`config.mk`:
```
export PLATFORM = sky130hd
export DESIGN_NAME = ramp_adc_ctrl
export DESIGN_NICKNAME = d
export VERILOG_FILES = /design/src/rtl/ramp_adc_pkg.sv /design/src/rtl/ramp_adc_counter.sv /design/src/rtl/ramp_adc_fsm.sv /design/src/rtl/ramp_adc_result.sv /design/src/rtl/ramp_adc_ctrl.sv
export SDC_FILE = /design/constraint.sdc
export NUM_CORES = 1
export LEC_CHECK = 0
export BUFFER_PORTS_ARGS = -buffer_cell sky130_fd_sc_hd__clkbuf_2
export CAP_MARGIN = 5
export CORE_MARGIN = 10
export CORE_UTILIZATION = 50
export DETAILED_ROUTE_END_ITERATION = 8
export GPL_TIMING_DRIVEN = 0
export PLACE_DENSITY = 0.84
export REMOVE_ABC_BUFFERS = 1
export SLEW_MARGIN = 30
export SYNTH_ARGS = -nofsm -noshare
export SYNTH_HDL_FRONTEND = slang
export SYNTH_SLANG_ARGS = --single-unit
```
`constraint.sdc`:
```
create_clock -name clk -period 1.8 [get_ports clk]
set_input_delay 0.09 -clock clk [delete_from_list [all_inputs] [get_ports clk]]
set_output_delay 0.09 -clock clk [all_outputs]
set_load 0.03 [all_outputs]
```
`src/rtl/ramp_adc_pkg.sv`:
```
package ramp_adc_pkg;
  typedef enum logic [1:0] {
    ST_IDLE = 2'd0,
    ST_RAMP = 2'd1,
    ST_DONE = 2'd2
  } ramp_state_e;
endpackage

```
`src/rtl/ramp_adc_counter.sv`:
```
module ramp_adc_counter #(
  parameter int N = 8
) (
  input  logic         clk,
  input  logic         rst_n,
  input  logic         clr,
  input  logic         inc,
  output logic [N-1:0] count,
  output logic         at_max
);
  localparam logic [N-1:0] MAX = {N{1'b1}};

  always_ff @(posedge clk) begin
    if (!rst_n)   count <= '0;
    else if (clr) count <= '0;
    else if (inc) count <= count + N'(1);
  end

  assign at_max = (count == MAX);
endmodule

```
`src/rtl/ramp_adc_fsm.sv`:
```
module ramp_adc_fsm
  import ramp_adc_pkg::*;
(
  input  logic clk,
  input  logic rst_n,
  input  logic start,
  input  logic cmp_below,
  input  logic at_max,
  output logic clr,
  output logic inc,
  output logic fin
);
  ramp_state_e state_q, state_d;
  logic        ramping;

  assign ramping = (state_q == ST_RAMP) && !start;
  assign clr     = start;
  assign inc     = ramping && cmp_below && !at_max;
  assign fin     = ramping && (!cmp_below || at_max);

  always_comb begin
    state_d = state_q;
    if (start)    state_d = ST_RAMP;
    else if (fin) state_d = ST_DONE;
  end

  always_ff @(posedge clk) begin
    if (!rst_n) state_q <= ST_IDLE;
    else        state_q <= state_d;
  end
endmodule

```
`src/rtl/ramp_adc_result.sv`:
```
module ramp_adc_result #(
  parameter int N = 8
) (
  input  logic         clk,
  input  logic         rst_n,
  input  logic         clr,
  input  logic         fin,
  input  logic [N-1:0] count,
  output logic [N-1:0] result,
  output logic         eoc
);
  always_ff @(posedge clk) begin
    if (!rst_n) begin
      result <= '0;
      eoc    <= 1'b0;
    end else if (clr) begin
      eoc    <= 1'b0;
    end else if (fin) begin
      result <= count;
      eoc    <= 1'b1;
    end
  end
endmodule

```
`src/rtl/ramp_adc_ctrl.sv`:
```
module ramp_adc_ctrl #(
  parameter int N = 8
) (
  input  logic         clk,
  input  logic         rst_n,
  input  logic         start,
  input  logic         cmp_below,
  output logic [N-1:0] dac_code,
  output logic [N-1:0] result,
  output logic         eoc
);
  logic clr, inc, fin, at_max;

  ramp_adc_fsm u_fsm (
    .clk(clk), .rst_n(rst_n), .start(start), .cmp_below(cmp_below),
    .at_max(at_max), .clr(clr), .inc(inc), .fin(fin)
  );

  ramp_adc_counter #(.N(N)) u_cnt (
    .clk(clk), .rst_n(rst_n), .clr(clr), .inc(inc),
    .count(dac_code), .at_max(at_max)
  );

  ramp_adc_result #(.N(N)) u_res (
    .clk(clk), .rst_n(rst_n), .clr(clr), .fin(fin),
    .count(dac_code), .result(result), .eoc(eoc)
  );
endmodule

```
==> results of run 1 <==
==> logic make-up after synthesis <==
| kind of cell | Yosys count |
|---|---|
| XOR/XNOR | 2 |
| adder cells (fa/ha/maj) | 1 |
| buffers and inverters | 6 |
| AND/OR/NAND/NOR | 38 |
| multiplexers | 8 |
| flip-flops | 18 |
| AO/OA/AOI/OAI | 17 |
==> layout make-up <==
cell class	instances	area, um^2
fill	147	558
multi-input combinational	66	445
sequential	18	360
timing repair buffer	20	100
clock buffer	4	36.3
tap	16	20.0
inverter	1	3.75
==> worst max path at each step <==
| stage | slack, ps | cells past startpoint | end | from |
|---|---|---|---|---|
| global route | 10 | 4 | u_res.result[1] | u_cnt.count[0] |
| finish | 100 | 4 | u_cnt.count[5] | u_cnt.count[0] |
| global placement | -270 | 4 | u_res.result[0] | u_cnt.count[3] |
| floorplan | -240 | 4 | u_res.result[0] | u_cnt.count[3] |
| CTS | 100 | 4 | u_cnt.count[5] | u_cnt.count[0] |
| detailed placement | -30 | 4 | u_res.result[3] | u_cnt.count[3] |
==> worst register-to-register path, cell delays in order, from the launching register on <==
cell     delay [ps]
dfxtp_1         380
ha_1            300
a41o_4          320
or4_1           470
a21oi_1         170
==> sequential cells by signal (all words and copies together), names as in the netlist <==
signal and count:
u_res.result 8, u_res.eoc 1, u_fsm.state_q 1, u_cnt.count 8
==> placed cells by master (no fill, tap or decap), drive strengths merged <==
master and count:
a41oi 1, or4 2, o21ai 3, a21oi 6, o211ai 1, nand2b 1, nand4bb 1, nor2 4
o31ai 2, a2111oi 1, and4 1, nand3 3, o21a 1, inv 1, clkbuf 24, nor2b 1
ha 1, a41o 1, nand4 2, or3 2, nand2 21, dfxtp 18, xnor2 2, o41ai 1
mux2i 8
==> per-stage QoR <==
stage	worst slack (ps)	utilization (%)
after floorplan	-237	-
final	103	63.4
after detailed placement	-29.2	60.4
after global placement	-274	60.2
after CTS	96.8	63.3
after global routing	12.3	63.4
==> report_power, final <==
| group | switching (mW) | total (mW) | internal (mW) | leakage [nW] |
|---|---|---|---|---|
| Clock | 0.132 | 0.256 | 0.124 | 0.0210 |
| Combinational | 0.0239 | 0.0378 | 0.0138 | 0.174 |
| Sequential | 0.00335 | 0.404 | 0.401 | 0.145 |
| Total | 0.160 | 0.698 | 0.538 | 0.341 |
==> layer usage <==
layer  vias up  GRT usage [%]
met1       334           10.8
met3         4           6.05
met5         -              0
met4         0           2.82
li1        357              -
met2        21           17.9
==> repair_timing <==
item	CTS	global route
setup endpoints to repair	8	2
hold buffers	0	0
gates resized for setup	1	1
pin swaps	0	1
==> results.yml, run 1 <==
logic_synthesis:
  yosys_most_used_dff: "dfxtp_1"
  synthDistinctLibCells: 27
  synth-simple-area-share_pct: 24.5
  yosysMostFrequentCell: "nand2_1"
  synth_top_cell_by_area: "dfxtp_1"
  synthXorXnorAreaFrac_pct: 2.14
  synth_mux_area_share_pct: 9.79
  synth_common_cells: "nand2_1 (21), dfxtp_1 (18), mux2i_1 (8)"
  ys_warn_count: 0
  synth_seq_cells: 18
  netlist_area_um2: 818
  synth_fa_ha_area_share_pct: 1.53
  avgSynthCellArea_um2: 9.09
  synthArstFlopShare_pct: 0
  synth_top_family_by_area: "simple AND/OR/NAND/NOR gates"
  yosys.area.top_type_share_pct: 44.0
  syn_inst: 90
  synthTopCellsByArea: "dfxtp_1 (44%), mux2i_1 (9.8%), nand2_1 (9.6%)"
  ys_seq_area_share_pct: 44.0
  synth_compound_area_share_pct: 15.0
  synth-edff-count: 0
sta:
  period_needed_ps: 1700
  setup_viol: 0
  fmax_mhz: 589
  rsz0062_at_grt: "no"
  slew_violations: 0
  setup_tns_ps: 0
  hold_viol_final: 0
  tightest_slew_ps: 465
  period_share_pct: 94.3
  slew_headroom_pct: 68.9
  whs_ps: 87.2
  clock_skew_ps: 8.36
cts:
  cts_made_buffers: 3
  cts_root_buf: "clkbuf_4"
  worstSkewPairLatency_ps: 300
  cts_tree: "done"
  cts.htree.levels: 1
  path_clk_slew_ps: 110
  cts_setup_buffers: 0
  clockBufferDepth: 2
  cts_sinks: 18
drt:
  met2_length_um: 871
  routed_wl_um: 1820
  drt-pass1-iter-count: 2
  drtAntennaViolNets: 0
  wl_met1_um: 739
  met3WireLength_um: 188
  drtIter0Drc: 21
  top_layer_used: "met4"
  drc: 0
  num_vias: 716
  vias_per_cell: 5.73
  wire_per_inst_um: 14.6
power:
  p_per_area_nw_per_um2: 722
  fin_total_pwr_mw: 0.698
  leakagePower_nw: 0.341
  vdd_drop_max_v: 0.000612
floorplan:
  rows: 14
  die_area_um2: 3650
  coreArea_um2: 1520
  io_pins: 21
  start_util_pct: 53.7
  die_y_um: 60.5
  die-width_um: 60.5
grt:
  grt_pass1_wl_um: 3020
  overflow: 0
  grt_usage_pct: 10.5
  grt_max_degree: 20
  grt_pass1_vias: 700
  antenna_found_initial: 0
cells_and_area:
  area_delta_synth_final_pct: 18.0
  diodes: 0
  fin_area_um2: 966
  final_nets: 115
  final_cells: 125
  final_layout_size_suffix_gt1_share_pct: 25.7
setup_path:
  cp_slowest_cell: "or4_1"
  crit_path_end_kind: "flip-flop"
  start_kind: "flip-flop"
  reg2reg_to: "u_cnt.count[5]"
  critPathMaxFanout: 10
  worst-r2r-cell-count: 4
  critPathBufInv: 0
  crit_arrival_ps: 1940
  r2r-start: "u_cnt.count[0]"
  criticalPathCategory: "reg2reg"
  crit_path_max_incr_delay_ps: 470
  critPathTopFamily: "compound AO/OA/AOI/OAI gates"
  cp_cell_sequence: "ha_1, a41o_4, or4_1, a21oi_1"
  regToRegSetupSlack_ps: 100
  worstPathRequired_ps: 2040
min_path:
  whs_path_depth: 3
  min_from: "start"
  hp-class: "in2reg"
  whs_endpoint: "u_fsm.state_q[0]"
placement:
  hpwl_um: 1340
  routabilityCongestion: 0.740
  dpl_cell_area_um2: 921
  port_buffers: 20
  place_inst: 121
job:
  maxCapViolations: 0
status:
  status: "completed"
(Power assumes the default switching activity.)
==> run 2, diff against run 1 <==
- CAP_MARGIN: 5 -> 20
- PLACE_DENSITY: 0.84 -> 0.83
- SYNTH_HIERARCHICAL: not set -> 1
==> run 2 against run 1 <==
Total power fell by 0.20%. The run now ends with negative setup slack left. Global-route usage rose by 0.79 points. Combinational power rose by 22%. Register-to-register slack got worse by 240 ps.
==> results.yml, run 2 <==
status:
  status: "finished, violations left"
  violations: "negative setup slack"
cells_and_area:
  utilization_pct: 71.4
  final_nets: 126
  final_layout_size_suffix_gt1_share_pct: 45.0
  area_delta_synth_final_pct: 29.4
  final_common_cell: "clkbuf_2"
  diodes: 0
  final_cell_mix: "clkbuf_2 (20), nand2_1 (17), dfxtp_1 (13), buf_4 (10), mux2i_1 (9)"
  reg_top3: "u_cnt/count (8), u_res/result (8), u_fsm/state_q (2)"
  fin_area_um2: 1110
logic_synthesis:
  synth_top_family_by_area: "simple AND/OR/NAND/NOR gates"
  synth_fa_ha_area_share_pct: 1.45
  synth-edff-count: 0
  avgSynthCellArea_um2: 9.46
  syn_inst: 91
  yosys.area.top_type_share_pct: 44.2
  synthDistinctLibCells: 25
  yosysMostFrequentCell: "dfxtp_1"
  synth_common_cells: "dfxtp_1 (19), nand2_1 (17), mux2i_1 (9), nor2_1 (9)"
  synth_compound_area_share_pct: 4.65
  netlist_area_um2: 861
  synthArstFlopShare_pct: 0
  synth-simple-area-share_pct: 29.4
  synth_seq_cells: 19
  yosys_most_used_dff: "dfxtp_1"
  ys_seq_area_share_pct: 44.2
  ys_warn_count: 6
  synth_top_cell_by_area: "dfxtp_1"
  synthTopCellsByArea: "dfxtp_1 (44%), mux2i_1 (10%), nand2_1 (7.4%)"
  synthXorXnorAreaFrac_pct: 4.07
  synth_mux_area_share_pct: 10.5
drt:
  vias_per_cell: 5.57
  met2_length_um: 1140
  routed_wl_um: 2260
  met3WireLength_um: 139
  drc: 0
  drtAntennaViolNets: 0
  wire_per_inst_um: 16.6
  drtIter0Drc: 33
  wl_met1_um: 913
  top_layer_used: "met4"
  drt-pass1-iter-count: 4
  num_vias: 757
grt:
  grt_usage_pct: 11.3
  grt_pass1_vias: 652
  antenna_found_initial: 0
  grt_max_degree: 21
  overflow: 0
  grt_pass1_wl_um: 3220
sta:
  period_share_pct: 108
  tightest_slew_ps: 371
  setup_tns_ps: -341
  clock_skew_ps: 5.70
  slew_violations: 0
  hold_viol_final: 0
  slew_headroom_pct: 75.3
  fmax_mhz: 517
  timing.final.ws_setup_ps: -135
  period_needed_ps: 1940
  rsz0062_at_grt: "yes"
  setup_viol: 11
cts:
  cts_tree: "done"
  clockBufferDepth: 2
  worstSkewPairLatency_ps: 300
  cts_sinks: 19
  path_clk_slew_ps: 120
  cts.htree.levels: 1
  cts_made_buffers: 3
  cts_root_buf: "clkbuf_4"
setup_path:
  start_kind: "flip-flop"
  startpoint: "u_cnt/count[1]"
  worstPathRequired_ps: 2030
  worst-r2r-cell-count: 8
  criticalPathCategory: "reg2reg"
  critPathMaxFanout: 5
  r2r-start: "u_cnt/count[1]"
  crit_arrival_ps: 2170
  crit_path_end_kind: "flip-flop"
placement:
  routabilityCongestion: 0.756
  dpl_cell_area_um2: 937
  hpwl_um: 1270
  port_buffers: 20
min_path:
  hp-class: "in2reg"
  whs_path_depth: 2
  min_from: "start"
floorplan:
  rows: 14
  start_util_pct: 55.2
  die-width_um: 61.5
  die_y_um: 61.5
  die_area_um2: 3780
  io_pins: 21
  coreArea_um2: 1560
power:
  leakagePower_nw: 0.427
  vdd_drop_max_v: 0.000525
  p_per_area_nw_per_um2: 625
job:
  maxCapViolations: 0
run 2: changes by cell type after synthesis, moves of 3 or more:
cell	previous run	this run
nor2_1	4	9
buf_6	0	3
xor2_1	0	3
nand2_1	21	17
run 2: cell families after synthesis:
family	Yosys count
AND/OR/NAND/NOR	44
buffers and inverters	6
flip-flops	19
AO/OA/AOI/OAI	8
adder cells (fa/ha/maj)	1
XOR/XNOR	4
multiplexers	9
run 2: repair_timing:
action / CTS / global route
pin swaps: 8 / 7
setup buffers: 9 / 3
cloned: 0 / 0
hold buffers: 0 / 0
endpoints found under the setup margin: 16 / 15
resized for setup: 10 / 7
run 2: metal layers:
| metal | track usage (%) | up-vias |
|---|---|---|
| met5 | 0 | - |
| met4 | 5.41 | 0 |
| met3 | 2.88 | 6 |
| met2 | 18.6 | 33 |
| met1 | 13.3 | 348 |
| li1 | - | 370 |
run 2: power by group:
| part | switching [mW] | internal (mW) |
|---|---|---|
| logic | 0.0265 | 0.0198 |
| registers | 0.00320 | 0.420 |
| clock network | 0.144 | 0.0829 |
| total | 0.173 | 0.523 |
run 2: cell type report:
class	instances	area, um^2
Clock buffer	3	22.5
Tap cell	16	20.0
Clock inverter	1	5.00
Sequential cell	19	393
Fill cell	111	445
Timing Repair Buffer	31	195
Multi-Input combinational cell	66	478
run 2: final timing paths:
| path | endpoint | slack [ps] |
|---|---|---|
| setup / recovery | u_cnt/count[7] | -140 |
| hold / removal | u_fsm/state_q[1] | 140 |
| setup reg to reg | u_cnt/count[7] | -140 |
| hold reg to reg | u_res/result[0] | 470 |
run 2: worst max-delay path, cell delays in order, from the launching register on:
cell and delay, ps:
dfxtp_4 380, ha_4 160, nand3_2 70, nor2_2 50, nand2b_4 160, nor4b_4 330
nand4_1 190, or3_1 350, a21oi_1 170
run 2: stage by stage:
stage | total power, mW | worst slack, ps | cells | hold slack, ps
after floorplan | 0.454 | -704 | 85 | 161
after global placement | 0.469 | -874 | 121 | 375
after detailed placement | 0.471 | -475 | 121 | 385
after CTS | 0.684 | -43.3 | 134 | 117
after global routing | 0.729 | -207 | 136 | 143
final | 0.696 | -135 | 136 | 137
